===== config.mk =====
export PLATFORM = sky130hd
export DESIGN_NAME = spi_regfile
export DESIGN_NICKNAME = d
export VERILOG_FILES = /design/src/rtl/spi_regfile_pkg.sv /design/src/rtl/spi_ctrl_reg.sv /design/src/rtl/spi_rx_path.sv /design/src/rtl/spi_tx_path.sv /design/src/rtl/spi_fault_det.sv /design/src/rtl/spi_regfile.sv
export SDC_FILE = /design/constraint.sdc
export NUM_CORES = 1
export LEC_CHECK = 0
export BUFFER_PORTS_ARGS = -buffer_cell sky130_fd_sc_hd__buf_4
export CAP_MARGIN = 10
export CELL_PAD_IN_SITES_DETAIL_PLACEMENT = 1
export CELL_PAD_IN_SITES_GLOBAL_PLACEMENT = 1
export CORE_UTILIZATION = 40
export DETAILED_ROUTE_END_ITERATION = 10
export MAX_ROUTING_LAYER = met4
export PLACE_DENSITY_LB_ADDON = 0.1
export SYNTH_ARGS = -nofsm -noshare
export SYNTH_HDL_FRONTEND = slang
export SYNTH_SLANG_ARGS = --single-unit
export TNS_END_PERCENT = 100

===== constraint.sdc =====
create_clock -name clk -period 2.9 [get_ports clk]
set_input_delay 0.58 -clock clk [delete_from_list [all_inputs] [get_ports clk]]
set_output_delay 0.58 -clock clk [all_outputs]
set_load 0.05 [all_outputs]

===== src/rtl/spi_regfile_pkg.sv =====
package spi_regfile_pkg;
   localparam int unsigned BYTE_W   = 8;
   localparam int unsigned REG_CTRL = 0;
   localparam int unsigned REG_STAT = 1;
   localparam int unsigned REG_DATA = 2;

   localparam int unsigned ST_RXF  = 7;
   localparam int unsigned ST_OVR  = 5;
   localparam int unsigned ST_MODF = 4;
   localparam int unsigned ST_TXE  = 3;

   typedef struct packed {
      logic rx_ie;
      logic dma_sel;
      logic master;
      logic cpol;
      logic cpha;
      logic wired_or;
      logic enable;
      logic tx_ie;
   } ctrl_t;

   localparam ctrl_t CTRL_RESET = 8'h08;
endpackage


===== src/rtl/spi_ctrl_reg.sv =====
module spi_ctrl_reg
   import spi_regfile_pkg::*;
#(
   parameter int unsigned RATE_W = 2
) (
   input  logic              clk,
   input  logic              rst_n,
   input  logic              ctrl_we,
   input  logic              stat_we,
   input  logic [BYTE_W-1:0] wdata,
   output ctrl_t             ctrl_q,
   output logic [RATE_W-1:0] rate_q
);
   always_ff @(posedge clk or negedge rst_n) begin
      if (!rst_n) begin
         ctrl_q <= CTRL_RESET;
      end else if (ctrl_we) begin
         ctrl_q <= ctrl_t'(wdata);
      end
   end

   always_ff @(posedge clk or negedge rst_n) begin
      if (!rst_n) begin
         rate_q <= '0;
      end else if (stat_we) begin
         rate_q <= wdata[RATE_W-1:0];
      end
   end
endmodule


===== src/rtl/spi_rx_path.sv =====
module spi_rx_path #(
   parameter int unsigned W = 8
) (
   input  logic         clk,
   input  logic         rst_n,
   input  logic         rx_done,
   input  logic [W-1:0] rx_byte,
   input  logic         stat_rd,
   input  logic         data_rd,
   output logic [W-1:0] rx_data,
   output logic         rx_full,
   output logic         rx_ovr
);
   logic armed;
   logic clear_full;
   logic accept;

   assign clear_full = data_rd & armed;
   assign accept     = rx_done & (~rx_full | clear_full);

   always_ff @(posedge clk or negedge rst_n) begin
      if (!rst_n) begin
         rx_full <= 1'b0;
         rx_ovr  <= 1'b0;
         armed   <= 1'b0;
      end else begin
         if (clear_full) begin
            rx_full <= 1'b0;
            armed   <= 1'b0;
         end else if (stat_rd && rx_full) begin
            armed <= 1'b1;
         end
         if (data_rd) begin
            rx_ovr <= 1'b0;
         end
         if (rx_done) begin
            if (accept) begin
               rx_full <= 1'b1;
            end else begin
               rx_ovr <= 1'b1;
            end
         end
      end
   end

   // Data storage keeps no reset value.
   always_ff @(posedge clk) begin
      if (accept) begin
         rx_data <= rx_byte;
      end
   end
endmodule


===== src/rtl/spi_tx_path.sv =====
module spi_tx_path #(
   parameter int unsigned W = 8
) (
   input  logic         clk,
   input  logic         rst_n,
   input  logic         data_wr,
   input  logic [W-1:0] wdata,
   input  logic         tx_take,
   output logic [W-1:0] tx_hold,
   output logic         tx_empty
);
   always_ff @(posedge clk or negedge rst_n) begin
      if (!rst_n) begin
         tx_empty <= 1'b1;
      end else if (data_wr) begin
         tx_empty <= 1'b0;
      end else if (tx_take) begin
         tx_empty <= 1'b1;
      end
   end

   always_ff @(posedge clk) begin
      if (data_wr) begin
         tx_hold <= wdata;
      end
   end
endmodule


===== src/rtl/spi_fault_det.sv =====
module spi_fault_det #(
   parameter int unsigned SYNC_STAGES = 2
) (
   input  logic clk,
   input  logic rst_n,
   input  logic ss_n,
   input  logic watch,
   input  logic clear,
   output logic fault
);
   logic ss_s;

   generate
      if (SYNC_STAGES == 0) begin : g_direct
         assign ss_s = ss_n;
      end else begin : g_sync
         logic [SYNC_STAGES-1:0] stages;
         always_ff @(posedge clk or negedge rst_n) begin
            if (!rst_n) begin
               stages <= '1;
            end else if (SYNC_STAGES == 1) begin
               stages <= ss_n;
            end else begin
               stages <= {stages[SYNC_STAGES-2:0], ss_n};
            end
         end
         assign ss_s = stages[SYNC_STAGES-1];
      end
   endgenerate

   always_ff @(posedge clk or negedge rst_n) begin
      if (!rst_n) begin
         fault <= 1'b0;
      end else if (watch && !ss_s) begin
         fault <= 1'b1;
      end else if (clear) begin
         fault <= 1'b0;
      end
   end
endmodule


===== src/rtl/spi_regfile.sv =====
module spi_regfile
   import spi_regfile_pkg::*;
#(
   parameter int unsigned ADDR_W         = 2,
   parameter int unsigned RATE_W         = 2,
   parameter int unsigned SS_SYNC_STAGES = 2,
   parameter bit          IRQ_REGISTERED = 1'b0
) (
   input  logic              clk,
   input  logic              rst_n,
   input  logic              bus_sel,
   input  logic              bus_wr,
   input  logic [ADDR_W-1:0] bus_addr,
   input  logic [BYTE_W-1:0] bus_wdata,
   output logic [BYTE_W-1:0] bus_rdata,
   input  logic              rx_done,
   input  logic [BYTE_W-1:0] rx_byte,
   input  logic              tx_take,
   output logic [BYTE_W-1:0] tx_byte,
   input  logic              ss_n,
   output logic              cfg_master,
   output logic              cfg_cpol,
   output logic              cfg_cpha,
   output logic              cfg_wired_or,
   output logic              cfg_enable,
   output logic [RATE_W-1:0] cfg_rate,
   output logic              irq_rx,
   output logic              irq_tx,
   output logic              dma_rx,
   output logic              dma_tx
);
   localparam int unsigned GAP_LO = ST_TXE - 1;

   generate
      if (ADDR_W < 2) begin : g_bad_addr
         $error("spi_regfile: ADDR_W must be at least 2");
      end
      if (RATE_W < 1 || RATE_W > GAP_LO) begin : g_bad_rate
         $error("spi_regfile: RATE_W must be 1 or 2");
      end
      if (SS_SYNC_STAGES > 4) begin : g_bad_sync
         $error("spi_regfile: SS_SYNC_STAGES above 4");
      end
   endgenerate

   logic  hit_ctrl, hit_stat, hit_data;
   logic  ctrl_we, stat_we, stat_rd, data_rd, data_wr;
   ctrl_t ctrl_q;
   logic  [BYTE_W-1:0] rx_data;
   logic  rx_full, rx_ovr, tx_empty, modf;
   logic  [BYTE_W-1:0] stat_byte;
   logic  rx_req, tx_req;

   assign hit_ctrl = (bus_addr == ADDR_W'(REG_CTRL));
   assign hit_stat = (bus_addr == ADDR_W'(REG_STAT));
   assign hit_data = (bus_addr == ADDR_W'(REG_DATA));

   assign ctrl_we = bus_sel &  bus_wr & hit_ctrl;
   assign stat_we = bus_sel &  bus_wr & hit_stat;
   assign data_wr = bus_sel &  bus_wr & hit_data;
   assign stat_rd = bus_sel & ~bus_wr & hit_stat;
   assign data_rd = bus_sel & ~bus_wr & hit_data;

   spi_ctrl_reg #(.RATE_W(RATE_W)) u_ctrl (
      .clk     (clk),
      .rst_n   (rst_n),
      .ctrl_we (ctrl_we),
      .stat_we (stat_we),
      .wdata   (bus_wdata),
      .ctrl_q  (ctrl_q),
      .rate_q  (cfg_rate)
   );

   spi_rx_path #(.W(BYTE_W)) u_rx (
      .clk     (clk),
      .rst_n   (rst_n),
      .rx_done (rx_done),
      .rx_byte (rx_byte),
      .stat_rd (stat_rd),
      .data_rd (data_rd),
      .rx_data (rx_data),
      .rx_full (rx_full),
      .rx_ovr  (rx_ovr)
   );

   spi_tx_path #(.W(BYTE_W)) u_tx (
      .clk      (clk),
      .rst_n    (rst_n),
      .data_wr  (data_wr),
      .wdata    (bus_wdata),
      .tx_take  (tx_take),
      .tx_hold  (tx_byte),
      .tx_empty (tx_empty)
   );

   spi_fault_det #(.SYNC_STAGES(SS_SYNC_STAGES)) u_fault (
      .clk   (clk),
      .rst_n (rst_n),
      .ss_n  (ss_n),
      .watch (ctrl_q.master & ctrl_q.enable),
      .clear (stat_we),
      .fault (modf)
   );

   assign cfg_master   = ctrl_q.master;
   assign cfg_cpol     = ctrl_q.cpol;
   assign cfg_cpha     = ctrl_q.cpha;
   assign cfg_wired_or = ctrl_q.wired_or;
   assign cfg_enable   = ctrl_q.enable;

   always_comb begin
      stat_byte           = '0;
      stat_byte[ST_RXF]   = rx_full;
      stat_byte[ST_OVR]   = rx_ovr;
      stat_byte[ST_MODF]  = modf;
      stat_byte[ST_TXE]   = tx_empty;
      stat_byte[RATE_W-1:0] = cfg_rate;
   end

   always_comb begin
      if (hit_ctrl)      bus_rdata = ctrl_q;
      else if (hit_stat) bus_rdata = stat_byte;
      else if (hit_data) bus_rdata = rx_data;
      else               bus_rdata = '0;
   end

   assign rx_req = rx_full  & ctrl_q.rx_ie;
   assign tx_req = tx_empty & ctrl_q.tx_ie;

   generate
      if (IRQ_REGISTERED) begin : g_irq_reg
         always_ff @(posedge clk or negedge rst_n) begin
            if (!rst_n) begin
               {irq_rx, irq_tx, dma_rx, dma_tx} <= '0;
            end else begin
               irq_rx <= rx_req & ~ctrl_q.dma_sel;
               irq_tx <= tx_req & ~ctrl_q.dma_sel;
               dma_rx <= rx_req &  ctrl_q.dma_sel;
               dma_tx <= tx_req &  ctrl_q.dma_sel;
            end
         end
      end else begin : g_irq_comb
         assign irq_rx = rx_req & ~ctrl_q.dma_sel;
         assign irq_tx = tx_req & ~ctrl_q.dma_sel;
         assign dma_rx = rx_req &  ctrl_q.dma_sel;
         assign dma_tx = tx_req &  ctrl_q.dma_sel;
      end
   endgenerate
endmodule


* Yosys cells after proc, flatten, opt, wreduce, memory -nomap -nowiden
Index checks and enable logic that the tools add are counted.
Word-level totals: input bits 25, register bits 33, latch bits 0, memory bits (writable) 0, logic and storage cells 61, ROM bits 0, memories 0, output and inout bits 27
Cells by class: equality and inequality tests 2, reductions and logical operators 7, order comparisons 0, shifts and indexed selects 0, add/subtract/negate cells 0, multipliers 0, divide/modulo/power cells 0, bitwise logic cells 20, muxes and demuxes 15
Operator list (count):
- 8-bit 2-to-1 mux | 3
- 1-bit bitwise AND | 16
- 1-bit 2-to-1 mux | 12
- 2-bit nonzero test | 3
- 1-bit NOT | 3
- 2-bit by 1-bit == test with 1-bit output (second input constant) | 1
- 2-bit == test (second input constant) | 1
- 1-bit logical AND | 2
- 2-bit logical NOT | 1
- 1-bit logical NOT | 1
- 1-bit bitwise OR | 1

* Longest topological paths before layout
Gate-level depths: netlist of run 1.
depth in word-level cells 8, mapped depth 4, gate-level depth less buffers 3

* Hierarchy
Synthesis of run 1 repeated with hierarchy kept, for this count alone.
Unflattened totals: cell total of the unflattened synthesis 90, area, all modules 1390.1 um^2
Modules (own cells, without submodules):
- spi_ctrl_reg | times used 1, cells an instance 21, seq. area each 251.5 um^2, area each 405.4 um^2
- spi_rx_path | times used 1, cells an instance 18, seq. area each 315.3 um^2, area each 362.8 um^2
- spi_tx_path | times used 1, cells an instance 10, seq. area each 266.5 um^2, area each 276.5 um^2
- spi_regfile | times used 1, cells an instance 35, seq. area each 0.0 um^2, area each 247.7 um^2
- spi_fault_det | times used 1, cells an instance 6, seq. area each 77.6 um^2, area each 97.6 um^2

* Least setup slack after synthesis of run 1
No wires, ideal clock.
path kind input-to-output, start in bus_addr[1], end out bus_rdata[1], cell stages on the path 3, data arrival time 1938 ps, setup slack 382 ps, path buffers 1, data required time 2320 ps, cell sequence buf_6 -> mux2i_1 -> o21ai_0
On the way: word-level cells in the longest chain between the ends 4, elaborated cells between the ends (all ways) 6, classes of those cells 2 x eq/ne; 3 x mux; 1 x reduce/logical
Ends and longest elaborated chain:
- start, declared | RTL line spi_regfile.sv:13 | input logic [ADDR_W-1:0] bus_addr,
- 2-bit == test | RTL line spi_regfile.sv:56 | assign hit_data = (bus_addr == ADDR_W'(REG_DATA));
- 8-bit 2-to-1 mux | RTL line spi_regfile.sv:123 | else if (hit_data) bus_rdata = rx_data;
- 8-bit 2-to-1 mux | RTL line spi_regfile.sv:122 | else if (hit_stat) bus_rdata = stat_byte;
- 8-bit 2-to-1 mux * | RTL line spi_regfile.sv:121 | if (hit_ctrl) bus_rdata = ctrl_q;
- end, declared | RTL line spi_regfile.sv:15 | output logic [BYTE_W-1:0] bus_rdata,
Mark *: on every way between the ends. The rest lies on a longest branch, timed or not.

* Final worst setup path of run 1
start in bus_addr[0], end out bus_rdata[4]
Same word-level chain as after synthesis.

==> results of run 1 <==
-- critical path: stages --
cell     delay (ns)
buf_4          0.17
nor2b_1        0.56
nand2_1        0.16
o21ai_0        0.14
buf_4          0.24
-- layer usage --
metal  vias up  wire (µm)  track usage (%)
li1        454          -                -
met1       465       1290             22.8
met2        34       1750             35.2
met3         4        200             7.68
met4         0         56             8.77
met5         -          0                -
-- state kept, by name, summed over array words and instances (netlist names) --
| name | cells |
|---|---|
| u_rx.armed | 1 |
| u_tx.tx_empty | 1 |
| u_fault.fault | 1 |
| u_rx.rx_data | 8 |
| u_ctrl.rate_q | 2 |
| u_rx.rx_full | 1 |
| u_fault.g_sync.stages | 2 |
| u_tx.tx_hold | 8 |
| u_ctrl.ctrl_q | 8 |
| u_rx.rx_ovr | 1 |
-- worst paths after layout --
path,from,end
worst min-delay path,rst_n,u_ctrl.ctrl_q[6]
min in group clk,ss_n,u_fault.g_sync.stages[0]
worst min register to register,u_fault.g_sync.stages[0],u_fault.g_sync.stages[1]
max in group asynchronous,rst_n,u_fault.g_sync.stages[0]
worst max-delay path,bus_addr[0],bus_rdata[4]
worst max register to register,u_rx.rx_full,u_rx.rx_data[1]
-- stage by stage --
stage / setup WS (ns) / std cells / total power, µW
3_5_place_dp: 0.579 / 188 / 988
4_1_cts: 0.493 / 196 / 1350
2_1_floorplan: 0.382 / 95 / 846
6_report: 0.462 / 196 / 1330
5_1_grt: 0.387 / 196 / 1380
3_3_place_gp: 0.613 / 188 / 977
-- kinds of logic (layout without fill, tap and decap cells) --
group / after synthesis / count (layout) / synth area share [%]
flip-flops: 33 / 33 / 66.7
AND/OR/NAND/NOR: 28 / 28 / 11.8
multiplexers: 18 / 18 / 14.7
AO/OA/AOI/OAI: 12 / 12 / 5.13
buffers and inverters: 4 / 61 / 1.74
-- Yosys cell counts --
cell	instances	share of area, %
nor3_4	1	1.2
mux2_2	8	6.6
nand3_4	1	1.3
dfrtp_1	13	24
or2b_2	1	0.64
clkbuf_1	1	0.27
and2b_2	2	1.3
mux2i_1	8	5.9
nor2_1	6	1.6
buf_6	1	0.82
o21ai_0	8	2.9
buf_2	1	0.37
a31oi_1	2	0.92
or2_2	1	0.46
o2bb2ai_1	1	0.64
a22o_1	1	0.64
nand2_1	11	3.0
edfxtp_1	16	35
inv_1	1	0.27
nor2b_1	3	1.4
and3_1	2	0.92
dfstp_2	4	7.7
mux2_4	2	2.2
-- power by group --
group / internal (µW) / total, µW / switching, µW
logic: 137 / 391 / 254
clock network: 206 / 357 / 151
registers: 543 / 586 / 43.3
-- layout make-up --
class                   count  share of cell area [%]
well taps                  44                    2.93
multi-input cells          58                    23.0
clock buffers               7                    2.93
inverters                   1                   0.200
flip-flops and latches     33                    48.5
repair buffers             52                    20.8
clock inverters             1                    1.60
==> reports/qor.yml, run 1 <==
drt:
  vias: 957
  final_antenna_net_count: 0
  viasPerCell: 4.88
  drt_iter0_markers: 28
  drt_first_pass_iters: 4
  drcViolationCount: 0
  detail_route.wl_per_cell_um: 16.8
  drt_wl_total_um: 3300
clock_tree:
  cts_tree: "yes"
  cts_resized: 0
  cts_setup_buffers: 0
  cts_made_buffers: 5
  clock_latency_ns: 0.33
  cts_root_buffer: "clkbuf_4"
  cts.clk_slew.worst_paths_ns: 0.10
  cts_sinks: 33
  cts_buffer_depth: 2
  htree_levels: 2
  ctsHoldBuffers: 0
critical_path:
  cp.required_ns: 2.32
  rrSetupSlack_ns: 1.46
  arrival_ns: 1.86
  critPathMaxFanout: 13
  worst-setup-path-type: "in -> out"
  end_kind: "output port"
  worst_r2r_path_depth: 4
  crit_path_start_kind: "primary input"
pwr:
  peakVddDrop_uv: 297
  power.density_mw_per_mm2: 711
  leakage_uw: 0.000830
timing:
  finalCriticalPeriod_ns: 2.44
  skew_ns: 0.00251
  hold_viol: 0
  tightest_slew_ns: 0.654
  rsz0062_at_grt: "no"
  finalSetupViolCount: 0
  fin_crit_sh_pct: 84.1
  holdWs_ns: 0.0942
  drv_slew: 0
  finalSetupTns_ns: 0
  fmax_mhz: 410
  slew_headroom_pct: 56.3
floorplan:
  boundaryPins: 52
  chipHeight_um: 60.4
  core_area_mm2: 0.00315
  rows: 20
  fp.dieW_um: 60.4
  die_area_mm2: 0.00365
  start_util_pct: 43.3
yosys:
  synth_area_mm2: 0.00137
  ys_seq_area_share_pct: 66.7
  yosys_warnings: 0
  syn_inst: 95
  syn_avg_cell_area_um2: 14.4
  synth_cell_types: 23
  ys_ff_latch: 33
  synth_nets: 120
global_route:
  antenna_found_initial: 0
  grt_start_max_net_pins: 18
  grt_pass1_vias: 980
  overflow: 0
  grt_pass1_wl_um: 4980
  track_usage_pct: 21.1
cells_and_area:
  final_area_mm2: 0.00188
  post-route-util_pct: 59.5
  multi_input_area_um2: 432
  final_cell_mix: "52 x buf_4, 16 x edfxtp_1, 13 x dfrtp_1"
  seqCellArea_um2: 911
  antenna_cells: 0
  areaGrowthSynthToFinish_pct: 37.4
  final_common_cell: "buf_4"
  fin_nets: 176
  fillerInstances: 348
  drive_above_1_share_pct: 52.0
worst_hold_path:
  hold_class: "in -> async"
placement:
  place_area_mm2: 0.00179
  place_hpwl_um: 2390
  portBuffers: 51
  gp_congestion: 0.757
flow_run:
  drv_cap: 0
run_status:
  status: "finished, final reports clean"
No activity file was read; power rests on OpenSTA's default activity.
==> run 2: changes to the inputs <==
--- a/config.mk
+++ b/config.mk
@@ -9,7 +9,7 @@
 export CAP_MARGIN = 10
 export CELL_PAD_IN_SITES_DETAIL_PLACEMENT = 1
 export CELL_PAD_IN_SITES_GLOBAL_PLACEMENT = 1
-export CORE_UTILIZATION = 40
+export CORE_UTILIZATION = 34
 export DETAILED_ROUTE_END_ITERATION = 10
 export MAX_ROUTING_LAYER = met4
 export PLACE_DENSITY_LB_ADDON = 0.1
==> constraint.sdc (replaced) <==
create_clock -name clk -period 2.1 [get_ports clk]
set_input_delay 0.42 -clock clk [delete_from_list [all_inputs] [get_ports clk]]
set_output_delay 0.42 -clock clk [all_outputs]
set_load 0.05 [all_outputs]
==> reports/qor.yml, run 2 (synthesized netlist as in run 1, its figures left out) <==
drt:
  drt_first_pass_iters: 4  # unchanged
  detail_route.wl_per_cell_um: 15.2  # -9.6%
  vias: 979  # +2.3%
  drt_iter0_markers: 31  # +11%
  viasPerCell: 4.82  # -1.2%
  drt_wl_total_um: 3090  # -6.3%
  final_antenna_net_count: 0  # unchanged
  drcViolationCount: 0  # unchanged
global_route:
  grt_start_max_net_pins: 18  # unchanged
  overflow: 0  # unchanged
  grt_pass1_vias: 1041  # +6.2%
  grt_pass1_wl_um: 4940  # -0.82%
  antenna_found_initial: 0  # unchanged
  track_usage_pct: 16.8  # -4.4 points
timing:
  holdWs_ns: -0.00158  # -0.0958 ns
  skew_ns: 0.00496  # +0.00245 ns
  fmax_mhz: 577
  rsz0062_at_grt: "no"
  fin_crit_sh_pct: 82.5
  finalCriticalPeriod_ns: 1.73
  tightest_slew_ns: 0.481  # -0.173 ns
  finalSetupTns_ns: 0  # unchanged
  slew_headroom_pct: 67.8  # +11 points
  hold_viol: 4  # +4
  drv_slew: 0  # unchanged
  finalSetupViolCount: 0  # unchanged
critical_path:
  critPathMaxFanout: 13  # unchanged
  arrival_ns: 1.31  # -0.55 ns
  rrSetupSlack_ns: 0.80  # -0.66 ns
  end_kind: "output port"
  r2r-end: "u_rx.rx_data[4]"
  worst_r2r_path_depth: 4  # unchanged
  crit_path_start_kind: "primary input"
  r2r_start: "u_rx.rx_full"
  cp.required_ns: 1.68  # -0.64 ns
  worst-setup-path-type: "in -> out"
pwr:
  combPwrFrac_pct: 30.4  # +1.1 points
  leakage_uw: 0.000843  # +1.6%
  switchingPower_uw: 622  # +39%
  fin_total_pwr_uw: 1790  # +34%
  power.density_mw_per_mm2: 942  # +32%
  p_int_uw: 1170  # +32%
  power_frac_clock_pct: 24.6  # -2.2 points
  p_seq_share_pct: 45.0  # +1.0 points
  peakVddDrop_uv: 469  # +58%
  switching_share_pct: 34.8  # +1.2 points
clock_tree:
  cts_setup_buffers: 0  # unchanged
  cts_tree: "yes"
  cts_made_buffers: 5  # unchanged
  cts_root_buffer: "clkbuf_8"
  cts_sinks: 33  # unchanged
  clock_latency_ns: 0.28  # -0.05 ns
  htree_levels: 2  # unchanged
  cts_buffer_depth: 2  # unchanged
  cts_resized: 0  # unchanged
  ctsHoldBuffers: 0  # unchanged
  cts.clk_slew.worst_paths_ns: 0.07  # -0.03 ns
floorplan:
  chipHeight_um: 65.4  # +8.2%
  start_util_pct: 36.5  # -6.8 points
  die_area_mm2: 0.00428  # +17%
  fp.dieW_um: 65.4  # +8.2%
  core_area_mm2: 0.00374  # +19%
  rows: 22  # +10%
  boundaryPins: 52  # unchanged
run_status:
  status: "complete, but fails checks"
  violations: "negative hold slack"
cells_and_area:
  antenna_cells: 0  # unchanged
  fin_nets: 179  # +1.7%
  drive_above_1_share_pct: 52.3  # +0.28 points
  areaGrowthSynthToFinish_pct: 39.1
  largest_registers: "u_ctrl.ctrl_q: 8 flops, u_rx.rx_data: 8 flops, u_tx.tx_hold: 8 flops"
  final_common_cell: "buf_4"
  final_cell_mix: "55 x buf_4, 16 x edfxtp_1, 13 x dfrtp_1"
placement:
  portBuffers: 51  # unchanged
  place_hpwl_um: 2310  # -3.3%
  gp_congestion: 0.766  # +1.2%
worst_hold_path:
  hold_class: "in -> async"
flow_run:
  drv_cap: 0  # unchanged
-- run 2: per-layer routing --
| layer | track usage (%) | vias up | wire length, µm |
|---|---|---|---|
| met1 | 18.2 | 486 | 1230 |
| met4 | 5.71 | 0 | 29 |
| met3 | 5.73 | 5 | 187 |
| met2 | 28.6 | 31 | 1640 |
| met5 | - | - | 0 |
| li1 | - | 457 | - |
-- run 2: cell type report --
cell class                 instances  area (µm²)
tap                               48        60.1
sequential                        33         911
timing repair buffer              55         413
clock buffer                       5        68.8
fill                             423        1840
clock inverter                     3        12.5
multi-input combinational         58         432
inverter                           1        3.75
-- run 2: worst max-delay path by stage --
stage / start / to / slack [ns] / cells after the start
global route: bus_addr[0] / bus_rdata[4] / 0.27 / 6
CTS: bus_addr[0] / bus_rdata[4] / 0.35 / 6
finish: bus_addr[0] / bus_rdata[4] / 0.37 / 6
global placement: bus_addr[1] / u_rx.rx_data[4] / 0.36 / 5
detailed placement: bus_addr[0] / bus_rdata[4] / 0.36 / 6
floorplan: u_ctrl.ctrl_q[3] / bus_rdata[3] / 0.17 / 2
-- run 2: power groups by stage --
stage	clock network (µW)	registers, µW	logic, µW
2_1_floorplan	0	925	246
3_3_place_gp	0	814	543
3_5_place_dp	0	819	548
4_1_cts	454	806	550
5_1_grt	480	817	575
6_report	440	805	544
-- run 2: worst max-delay path, stage by stage --
cell and delay (ns):
buf_4 0.17, nor2b_1 0.19, buf_4 0.16, nand2_1 0.05, o21ai_1 0.09, buf_4 0.22
-- run 2: per-stage QoR --
step	util (%)	worst slack, ns	cells	cell area [µm²]
global placement	48.6	0.364	195	1820
floorplan	-	0.172	95	1370
global route	50.8	0.269	203	1900
finish	50.8	0.367	203	1900
CTS	50.8	0.355	203	1900
detailed placement	48.6	0.359	195	1820
==> run 3: changes to the inputs <==
==> constraint.sdc (replaced) <==
create_clock -name clk -period 1.5 [get_ports clk]
set_input_delay 0.3 -clock clk [delete_from_list [all_inputs] [get_ports clk]]
set_output_delay 0.3 -clock clk [all_outputs]
set_load 0.05 [all_outputs]
==> reports/qor.yml, run 3 (synthesized netlist as in run 1, its figures left out) <==
clock_tree:
  cts_root_buffer: "clkbuf_8"
  cts_buffer_depth: 2  # unchanged
  htree_levels: 2  # unchanged
  cts_made_buffers: 5  # unchanged
  cts_tree: "yes"
  cts_sinks: 33  # unchanged
  cts.clk_slew.worst_paths_ns: 0.07  # about the same
  clock_latency_ns: 0.28  # about the same
drt:
  drt_iter0_markers: 20  # -35%
  drt_first_pass_iters: 4  # unchanged
  vias: 977  # -0.20%
  viasPerCell: 4.70  # -2.6%
  final_antenna_net_count: 0  # unchanged
  drt_wl_total_um: 3170  # +2.9%
  drcViolationCount: 0  # unchanged
  detail_route.wl_per_cell_um: 15.3  # +0.38%
flow_run:
  drv_cap: 0  # unchanged
cells_and_area:
  drive_above_1_share_pct: 59.4  # +7.1 points
  largest_registers: "u_ctrl.ctrl_q: 8 flops, u_rx.rx_data: 8 flops, u_tx.tx_hold: 8 flops"
  seqCellArea_um2: 912  # +0.14%
  fin_nets: 184  # +2.8%
  final_area_mm2: 0.00205  # +8.0%
  areaGrowthSynthToFinish_pct: 50.2
  final_cell_mix: "52 x buf_4, 16 x edfxtp_1, 12 x dfrtp_1"
  antenna_cells: 0  # unchanged
  multi_input_area_um2: 464  # +7.5%
  final_common_cell: "buf_4"
  fillerInstances: 396  # -6.4%
placement:
  place_hpwl_um: 2290  # -0.78%
  place_area_mm2: 0.00187  # +3.0%
  gp_congestion: 0.793  # +3.5%
  portBuffers: 51  # unchanged
pwr:
  leakage_uw: 0.000899  # +6.6%
  switchingPower_uw: 905  # +45%
  p_int_uw: 1910  # +64%
  combPwrFrac_pct: 29.4  # -1.0 points
  fin_total_pwr_uw: 2820  # +57%
  power.density_mw_per_mm2: 1370  # +46%
  peakVddDrop_uv: 667  # +42%
  p_seq_share_pct: 40.1  # -4.9 points
  switching_share_pct: 32.1  # -2.6 points
  power_frac_clock_pct: 30.5  # +5.9 points
floorplan:
  rows: 22  # unchanged
  die_area_mm2: 0.00428  # unchanged
  start_util_pct: 36.5  # unchanged
  chipHeight_um: 65.4  # unchanged
  fp.dieW_um: 65.4  # unchanged
  boundaryPins: 52  # unchanged
  core_area_mm2: 0.00374  # unchanged
global_route:
  overflow: 0  # unchanged
  grt_pass1_wl_um: 5180  # +4.8%
  grt_pass1_vias: 1044  # +0.29%
  track_usage_pct: 17.5  # +0.73 points
  grt_start_max_net_pins: 18  # unchanged
  antenna_found_initial: 0  # unchanged
timing:
  holdWs_ns: 0.121  # +0.123 ns
  fin_crit_sh_pct: 102
  drv_slew: 0  # unchanged
  finalSetupViolCount: 1  # +1
  finalCriticalPeriod_ns: 1.54
  tightest_slew_ns: 0.242  # -0.239 ns
  hold_viol: 0  # -4
  rsz0062_at_grt: "yes"
  skew_ns: 0.00338  # -0.00157 ns
  fmax_mhz: 651
  slew_headroom_pct: 83.8  # +16 points
  fin_ws_ns: -0.0356  # -0.403 ns
critical_path:
  cp.required_ns: 1.20  # -0.48 ns
  critPathMaxFanout: 3  # -10
  arrival_ns: 1.24  # -0.07 ns
  crit_path_start_kind: "flip-flop"
  worst-setup-path-type: "reg -> out"
  end_kind: "output port"
run_status:
  violations: "negative setup slack"
  status: "complete, but fails checks"
worst_hold_path:
  hold_class: "in -> reg"
## run 3: final timing paths
check | start | cells past startpoint | end | slack [ns]
hold reg to reg | u_fault.g_sync.stages[0] | 0 | u_fault.g_sync.stages[1] | 0.36
min in group asynchronous | rst_n | 2 | u_ctrl.ctrl_q[4] | 0.41
max in group asynchronous | rst_n | 2 | u_tx.tx_empty | 0.83
setup reg to reg | u_rx.rx_full | 4 | u_rx.rx_data[5] | 0.24
setup / recovery | u_ctrl.ctrl_q[3] | 3 | bus_rdata[3] | -0.04
hold / removal | ss_n | 1 | u_fault.g_sync.stages[0] | 0.12
## run 3: critical path, cell delays in order, from the launching register on
cell and delay (ns):
dfstp_2 0.55, mux2i_1 0.08, o21ai_2 0.15, buf_6 0.18
## run 3: stage by stage
step                      TNS, ns  std cells  utilization, %  setup slack [ns]
after floorplan            -0.427         95               -           -0.0866
after global placement          0        198            50.1            0.0145
after detailed placement        0        198            50.1           0.00549
after CTS                 -0.0576        207            53.8           -0.0576
after global routing       -0.184        208            54.8           -0.0903
final                     -0.0356        208            54.8           -0.0356
## run 3: cell type report
type                            count  area share (%)
Sequential cell                    33            44.5
Timing Repair Buffer               60            24.1
Multi-Input combinational cell     58            22.6
Clock buffer                        7            4.21
Tap cell                           48            2.93
Clock inverter                      1            1.46
Inverter                            1           0.183
## run 3: power by group through the flow
stage	sequential (µW)	combinational [µW]	clock, µW
floorplan	1300	357	0
CTS	1130	808	885
finish	1130	828	858
global placement	1140	782	0
detailed placement	1140	792	0
global route	1140	873	916
## run 3: repair_timing
item | 4_1_cts | 5_1_grt
pin swaps | 0 | 1
resized for setup | 4 | 8
cloned | 0 | 0
setup endpoints to repair | 4 | 7
setup buffers | 0 | 1
hold buffers | 1 | 0
endpoints found under the hold margin | 13 | 0
## run 3: per-layer routing
layer | wire length (µm) | vias up | track usage, % | part of all wire [%]
met5 | 0 | - | - | 0
met2 | 1650 | 34 | 29.0 | 52
met1 | 1310 | 471 | 19.9 | 41
met3 | 167 | 6 | 4.86 | 5.3
met4 | 49 | 0 | 7.34 | 1.5
li1 | - | 466 | - | -
